### src/rtl/bssflt_pkg.sv
package bssflt_pkg;

    localparam int ADDR_W  = 48;
    localparam int WORD_W  = 32;
    localparam int BYTES   = WORD_W / 8;
    localparam int HI_W    = ADDR_W - WORD_W;
    localparam int CTRL_W  = WORD_W - HI_W;

    typedef enum logic [1:0] {
        RIX_MAC_LO  = 2'd0,
        RIX_MAC_HI  = 2'd1,
        RIX_MASK_LO = 2'd2,
        RIX_MASK_HI = 2'd3
    } reg_index_e;

    typedef struct packed {
        logic [ADDR_W-1:0] mac;
        logic [ADDR_W-1:0] mask;
    } match_cfg_t;

    localparam logic [WORD_W-1:0] HI_FIELD_MASK = {{CTRL_W{1'b0}}, {HI_W{1'b1}}};

    function automatic logic [WORD_W-1:0] merge_bytes(
        input logic [WORD_W-1:0] old_w,
        input logic [WORD_W-1:0] new_w,
        input logic [BYTES-1:0]  strb
    );
        logic [WORD_W-1:0] res;
        res = old_w;
        for (int b = 0; b < BYTES; b++) begin
            if (strb[b]) res[8*b +: 8] = new_w[8*b +: 8];
        end
        return res;
    endfunction

    function automatic logic masked_equal(
        input logic [ADDR_W-1:0] a,
        input logic [ADDR_W-1:0] b,
        input logic [ADDR_W-1:0] m
    );
        return ((a ^ b) & m) == '0;
    endfunction

endpackage

### src/rtl/bssflt_regfile.sv
module bssflt_regfile
    import bssflt_pkg::*;
(
    input  logic              clk,
    input  logic              rst,
    input  logic              wr_en,
    input  logic [1:0]        addr,
    input  logic [BYTES-1:0]  wstrb,
    input  logic [WORD_W-1:0] wdata,
    output logic [WORD_W-1:0] rdata,
    output match_cfg_t        cfg
);

    logic [WORD_W-1:0] mac_lo_q, mac_hi_q, mask_lo_q, mask_hi_q;
    logic [WORD_W-1:0] mask_hi_next;
    reg_index_e        sel;

    assign sel          = reg_index_e'(addr);
    assign mask_hi_next = merge_bytes(mask_hi_q, wdata, wstrb) & HI_FIELD_MASK;

    always_ff @(posedge clk) begin
        if (rst) begin
            mac_lo_q  <= '0;
            mac_hi_q  <= '0;
            mask_lo_q <= '1;
            mask_hi_q <= HI_FIELD_MASK;
        end else if (wr_en) begin
            case (sel)
                RIX_MAC_LO:  mac_lo_q  <= merge_bytes(mac_lo_q, wdata, wstrb);
                RIX_MAC_HI:  mac_hi_q  <= merge_bytes(mac_hi_q, wdata, wstrb);
                RIX_MASK_LO: mask_lo_q <= merge_bytes(mask_lo_q, wdata, wstrb);
                RIX_MASK_HI: mask_hi_q <= mask_hi_next;
                default: ;
            endcase
        end
    end

    always_comb begin
        case (sel)
            RIX_MAC_LO:  rdata = mac_lo_q;
            RIX_MAC_HI:  rdata = mac_hi_q;
            RIX_MASK_LO: rdata = mask_lo_q;
            default:     rdata = mask_hi_q;
        endcase
    end

    assign cfg.mac  = {mac_hi_q[HI_W-1:0], mac_lo_q};
    assign cfg.mask = {mask_hi_q[HI_W-1:0], mask_lo_q};

    // address-only write keeps the control field
    assert_ctrl_kept_R4: assert property (@(posedge clk) disable iff (rst)
        (wr_en && sel == RIX_MAC_HI && wstrb[BYTES-1:BYTES/2] == '0)
        |=> $stable(mac_hi_q[WORD_W-1:HI_W]));

    // upper half of the mask-high word never holds ones
    assert_mask_hi_zero_R5: assert property (@(posedge clk) disable iff (rst)
        (sel == RIX_MASK_HI) |-> (rdata[WORD_W-1:HI_W] == '0));

    // reset state
    assert_reset_state_R6: assert property (@(posedge clk)
        $past(rst) |-> (cfg.mask == '1 && cfg.mac == '0));

endmodule

### src/rtl/bssflt_match.sv
module bssflt_match
    import bssflt_pkg::*;
(
    input  logic              clk,
    input  logic              rst,
    input  match_cfg_t        cfg,
    input  logic              req_valid,
    input  logic [ADDR_W-1:0] req_bssid,
    output logic              done,
    output logic              hit
);

    logic done_q, hit_q;

    always_ff @(posedge clk) begin
        if (rst) begin
            done_q <= 1'b0;
            hit_q  <= 1'b0;
        end else begin
            done_q <= req_valid;
            hit_q  <= req_valid && masked_equal(req_bssid, cfg.mac, cfg.mask);
        end
    end

    assign done = done_q;
    assign hit  = hit_q;

    // done strobe tracks the request one cycle later
    assert_done_follows_R2: assert property (@(posedge clk) disable iff (rst)
        req_valid |=> done);
    assert_no_spurious_done_R2: assert property (@(posedge clk) disable iff (rst)
        !req_valid |=> (!done && !hit));

    // with an all-ones mask only the exact address is accepted
    assert_exact_match_R7: assert property (@(posedge clk) disable iff (rst)
        (req_valid && cfg.mask == '1 && req_bssid != cfg.mac) |=> !hit);

endmodule

### src/rtl/bssid_filter.sv
module bssid_filter
    import bssflt_pkg::*;
(
    input  logic              clk,
    input  logic              rst,
    input  logic              reg_wr,
    input  logic [1:0]        reg_addr,
    input  logic [3:0]        reg_wstrb,
    input  logic [31:0]       reg_wdata,
    output logic [31:0]       reg_rdata,
    input  logic              frame_valid,
    input  logic [47:0]       frame_bssid,
    output logic              accept_valid,
    output logic              accept
);

    match_cfg_t cfg;

    bssflt_regfile u_regs (
        .clk   (clk),
        .rst   (rst),
        .wr_en (reg_wr),
        .addr  (reg_addr),
        .wstrb (reg_wstrb),
        .wdata (reg_wdata),
        .rdata (reg_rdata),
        .cfg   (cfg)
    );

    bssflt_match u_match (
        .clk       (clk),
        .rst       (rst),
        .cfg       (cfg),
        .req_valid (frame_valid),
        .req_bssid (frame_bssid),
        .done      (accept_valid),
        .hit       (accept)
    );

endmodule

### config.mk
export PLATFORM = sky130hd
export DESIGN_NAME = bssid_filter
export DESIGN_NICKNAME = d
export VERILOG_FILES = /design/src/rtl/bssflt_pkg.sv /design/src/rtl/bssflt_regfile.sv /design/src/rtl/bssflt_match.sv /design/src/rtl/bssid_filter.sv
export SDC_FILE = /design/constraint.sdc
export NUM_CORES = 1
export LEC_CHECK = 0
export BUFFER_PORTS_ARGS = -buffer_cell sky130_fd_sc_hd__buf_2
export CAP_MARGIN = 20
export CORE_MARGIN = 4
export CORE_UTILIZATION = 45
export CTS_CLUSTER_DIAMETER = 60
export CTS_CLUSTER_SIZE = 8
export DETAILED_ROUTE_END_ITERATION = 10
export PLACE_DENSITY = 0.68
export SLEW_MARGIN = 20
export SYNTH_ARGS = -nofsm -noshare
export SYNTH_HDL_FRONTEND = slang
export SYNTH_SLANG_ARGS = --single-unit
### constraint.sdc
create_clock -name clk -period 1.8 [get_ports clk]
set_input_delay 0.18 -clock clk [delete_from_list [all_inputs] [get_ports clk]]
set_output_delay 0.18 -clock clk [all_outputs]
set_load 0.005 [all_outputs]
==> flow_summary.ini <==
[power]
comb_power_share_pct = 10.5
switching_power_mw = 1.692
ir_drop_uv = 448.5
powerDensity_nw_per_um2 = 968.9
p_leak_nw = 3.112
sw_frac_of_total_pct = 24.97
p_int_mw = 5.086
p_clk_share_pct = 50.2
p_seq_share_pct = 39.2

[worst_setup_path]
end_kind = output port
r2r_setup_slack_ps = 150
r2r.worst_path.cells = 5
crit_path_max_fanout = 3
crit_type = reg2out
r2r-end = u_match.hit
r2r_start = u_regs.mac_hi_q[4]
cp-start-kind = flip-flop
worstPathArrival_ps = 1490
crit_required_ps = 1620

[finish]
antennaDiodeCount = 0
drive_gt1_share_pct = 25.47
area_growth_pct = 27.24
finalNetCount = 882
instances_no_fill = 952
fill_cells = 1089

[yosys]
syn_nets = 737
synthFlopType = dfxtp_1
synth_edf_count = 0
synthCells = 647
netlist.area_leader.share_pct = 41.51
ys_types = 27
synth_area_leaders = dfxtp_1 (42%), nand2_1 (16%), xor2_1 (7.6%), nand3b_1 (6.6%), mux4_2 (5.7%)
yosysWarnings = 0
syn-cell-area_um2 = 5498
synth_top_area_cell = dfxtp_1
synth_most_common_cell = nand2_1
yosysSeqAreaShare_pct = 41.51
ys_ff_latch = 114
syn_avg_cell_area_um2 = 8.497
yosys-top-cells-count = nand2_1 (229), dfxtp_1 (114), a21oi_1 (56), nand3b_1 (48), xor2_1 (48)
postSynth.asyncResetShare_pct = 0

[floorplan]
num_io_pins = 124
die_w_um = 118.5
die_height_um = 118.5
rows = 40
core-area_um2 = 11960
die_area_um2 = 14050
start_util_pct = 45.96

[clock_tree]
cts_max_path_buffers = 2
cts_buffers = 17
clk_latency_ps = 420
post_cts_resized = 0
clockRootBuffer = clkbuf_16
h-tree-depth = 4
clk_pin_slew_ps = 60
clock-sinks = 114
tritoncts = yes

[placement]
dp_cells = 919
gp_congestion = 0.8710
dp.final_hpwl_um = 12480
portBuffers = 123

[timing]
finalHoldViolations = 0
drv_slew = 0
fin_crit_sh_pct = 92.74
setup_viol = 0
fin_setup_tns_ps = 0
min_period_ps = 1669
worst_pin_slew_ps = 1057
finalClockSkew_ps = 5.717
max_freq_ghz = 0.5990
rsz0062_at_grt = no
max_slew_margin_pct = 29.55

[min_path]
worstHoldEndpoint = u_regs.mask_lo_q[24]
worstHoldStart = reg_wdata[24]
hold_path.class = in2reg
min_delay_path_depth = 3

[run_status]
status = completed

[routing]
drt_iter0_markers = 401
drtAntennaViolNets = 0
wl_per_cell_um = 17.92
wl_um = 17060
drcViolationCount = 0
drt_first_pass_iters = 5
via_per_inst = 5.524
num_vias = 5259

[global_route]
grt-ovfl-total = 0
grt_use_total_pct = 24.37
grt_start_max_net_pins = 113
grt_pass1_vias = 5262
antenna_found_initial = 0
grt_pass1_wl_um = 26970

[run]
maxCapViolCount = 0
-- logic make-up (layout without fill, tap and decap cells) --
group | Yosys count | after routing | share of synthesized area [%]
simple gates | 323 | 323 | 26.83
xor+xnor | 48 | 48 | 7.647
flops | 114 | 114 | 41.51
compound gates | 96 | 96 | 10.63
buf+inv | 26 | 184 | 2.321
mux | 40 | 40 | 11.06
-- flip-flops by register name (all words and copies together), names as in the netlist --
name              flops
u_regs.mask_lo_q     32
u_match.hit           1
u_regs.mask_hi_q     16
u_regs.mac_lo_q      32
u_regs.mac_hi_q      32
u_match.done          1
-- layout make-up --
cell class | count | area [µm²] | share of cell area, %
Timing Repair Buffer | 152 | 848.3 | 12.13
Sequential cell | 114 | 2282 | 32.62
Multi-Input combinational cell | 507 | 3088 | 44.14
Tap cell | 147 | 183.9 | 2.629
Clock inverter | 14 | 163.9 | 2.343
Clock buffer | 18 | 429.2 | 6.135
-- layout by cell type, fill, tap and decap left out, types with 12 or more instances in the layout --
master and n:
mux2i_1 24, buf_2 123, nor2_1 18, clkbuf_16 17, nand3_1 12, nand3b_1 48
buf_4 27, a21oi_1 56, xor2_1 48, o21ai_0 16, nand2_1 229, mux4_2 14
dfxtp_1 114
-- per-stage QoR --
step	total power [mW]	hold slack (ps)	setup WS [ps]	utilization, %	instance area [µm²]
after floorplan	3.072	259.7	496.0	-	5498
after global placement	3.400	395.7	234.6	53.44	6392
after detailed placement	3.415	391.1	161.4	53.44	6392
after CTS	6.799	3.926	122.9	58.48	6995
after global routing	6.981	15.79	65.31	58.48	6995
final	6.778	16.87	130.6	58.48	6995
-- routing by layer --
layer	wire length (µm)	vias up	GRT usage, %
met3	1196	44	5.885
met5	0	-	0
met1	7412	2493	31.88
met4	552	0	10.93
li1	-	2510	-
met2	7898	212	38.19
-- power groups by stage --
stage               logic (mW)  clock network [mW]  registers, mW
global route             0.779                3.54           2.67
global placement         0.693                   0           2.71
floorplan                0.384                   0           2.69
CTS                      0.711                3.43           2.66
finish                   0.715                3.40           2.66
detailed placement       0.704                   0           2.71
-- repair_timing --
action,in CTS,in global routing
hold buffers,1,0
endpoints found under the hold margin,1,0
buffers inserted,0,0
setup endpoints to repair,0,0
-- worst max-delay path, stage by stage (launching register included) --
cell,delay [ps]
dfxtp_1,350
mux4_1,570
buf_2,160
-- worst max-delay path by stage --
stage                                   start            to  slack [ps]  cells past startpoint
after global placement     u_regs.mac_hi_q[4]   u_match.hit         230                      5
after CTS                  u_regs.mac_hi_q[1]  reg_rdata[1]         120                      2
after detailed placement  u_regs.mac_lo_q[29]   u_match.hit         160                      5
after global routing       u_regs.mac_hi_q[4]   u_match.hit          70                      5
after floorplan                   reg_addr[0]  reg_rdata[1]         500                      3
final                      u_regs.mac_hi_q[1]  reg_rdata[1]         130                      2
No activity file was read; power rests on OpenSTA's default activity.
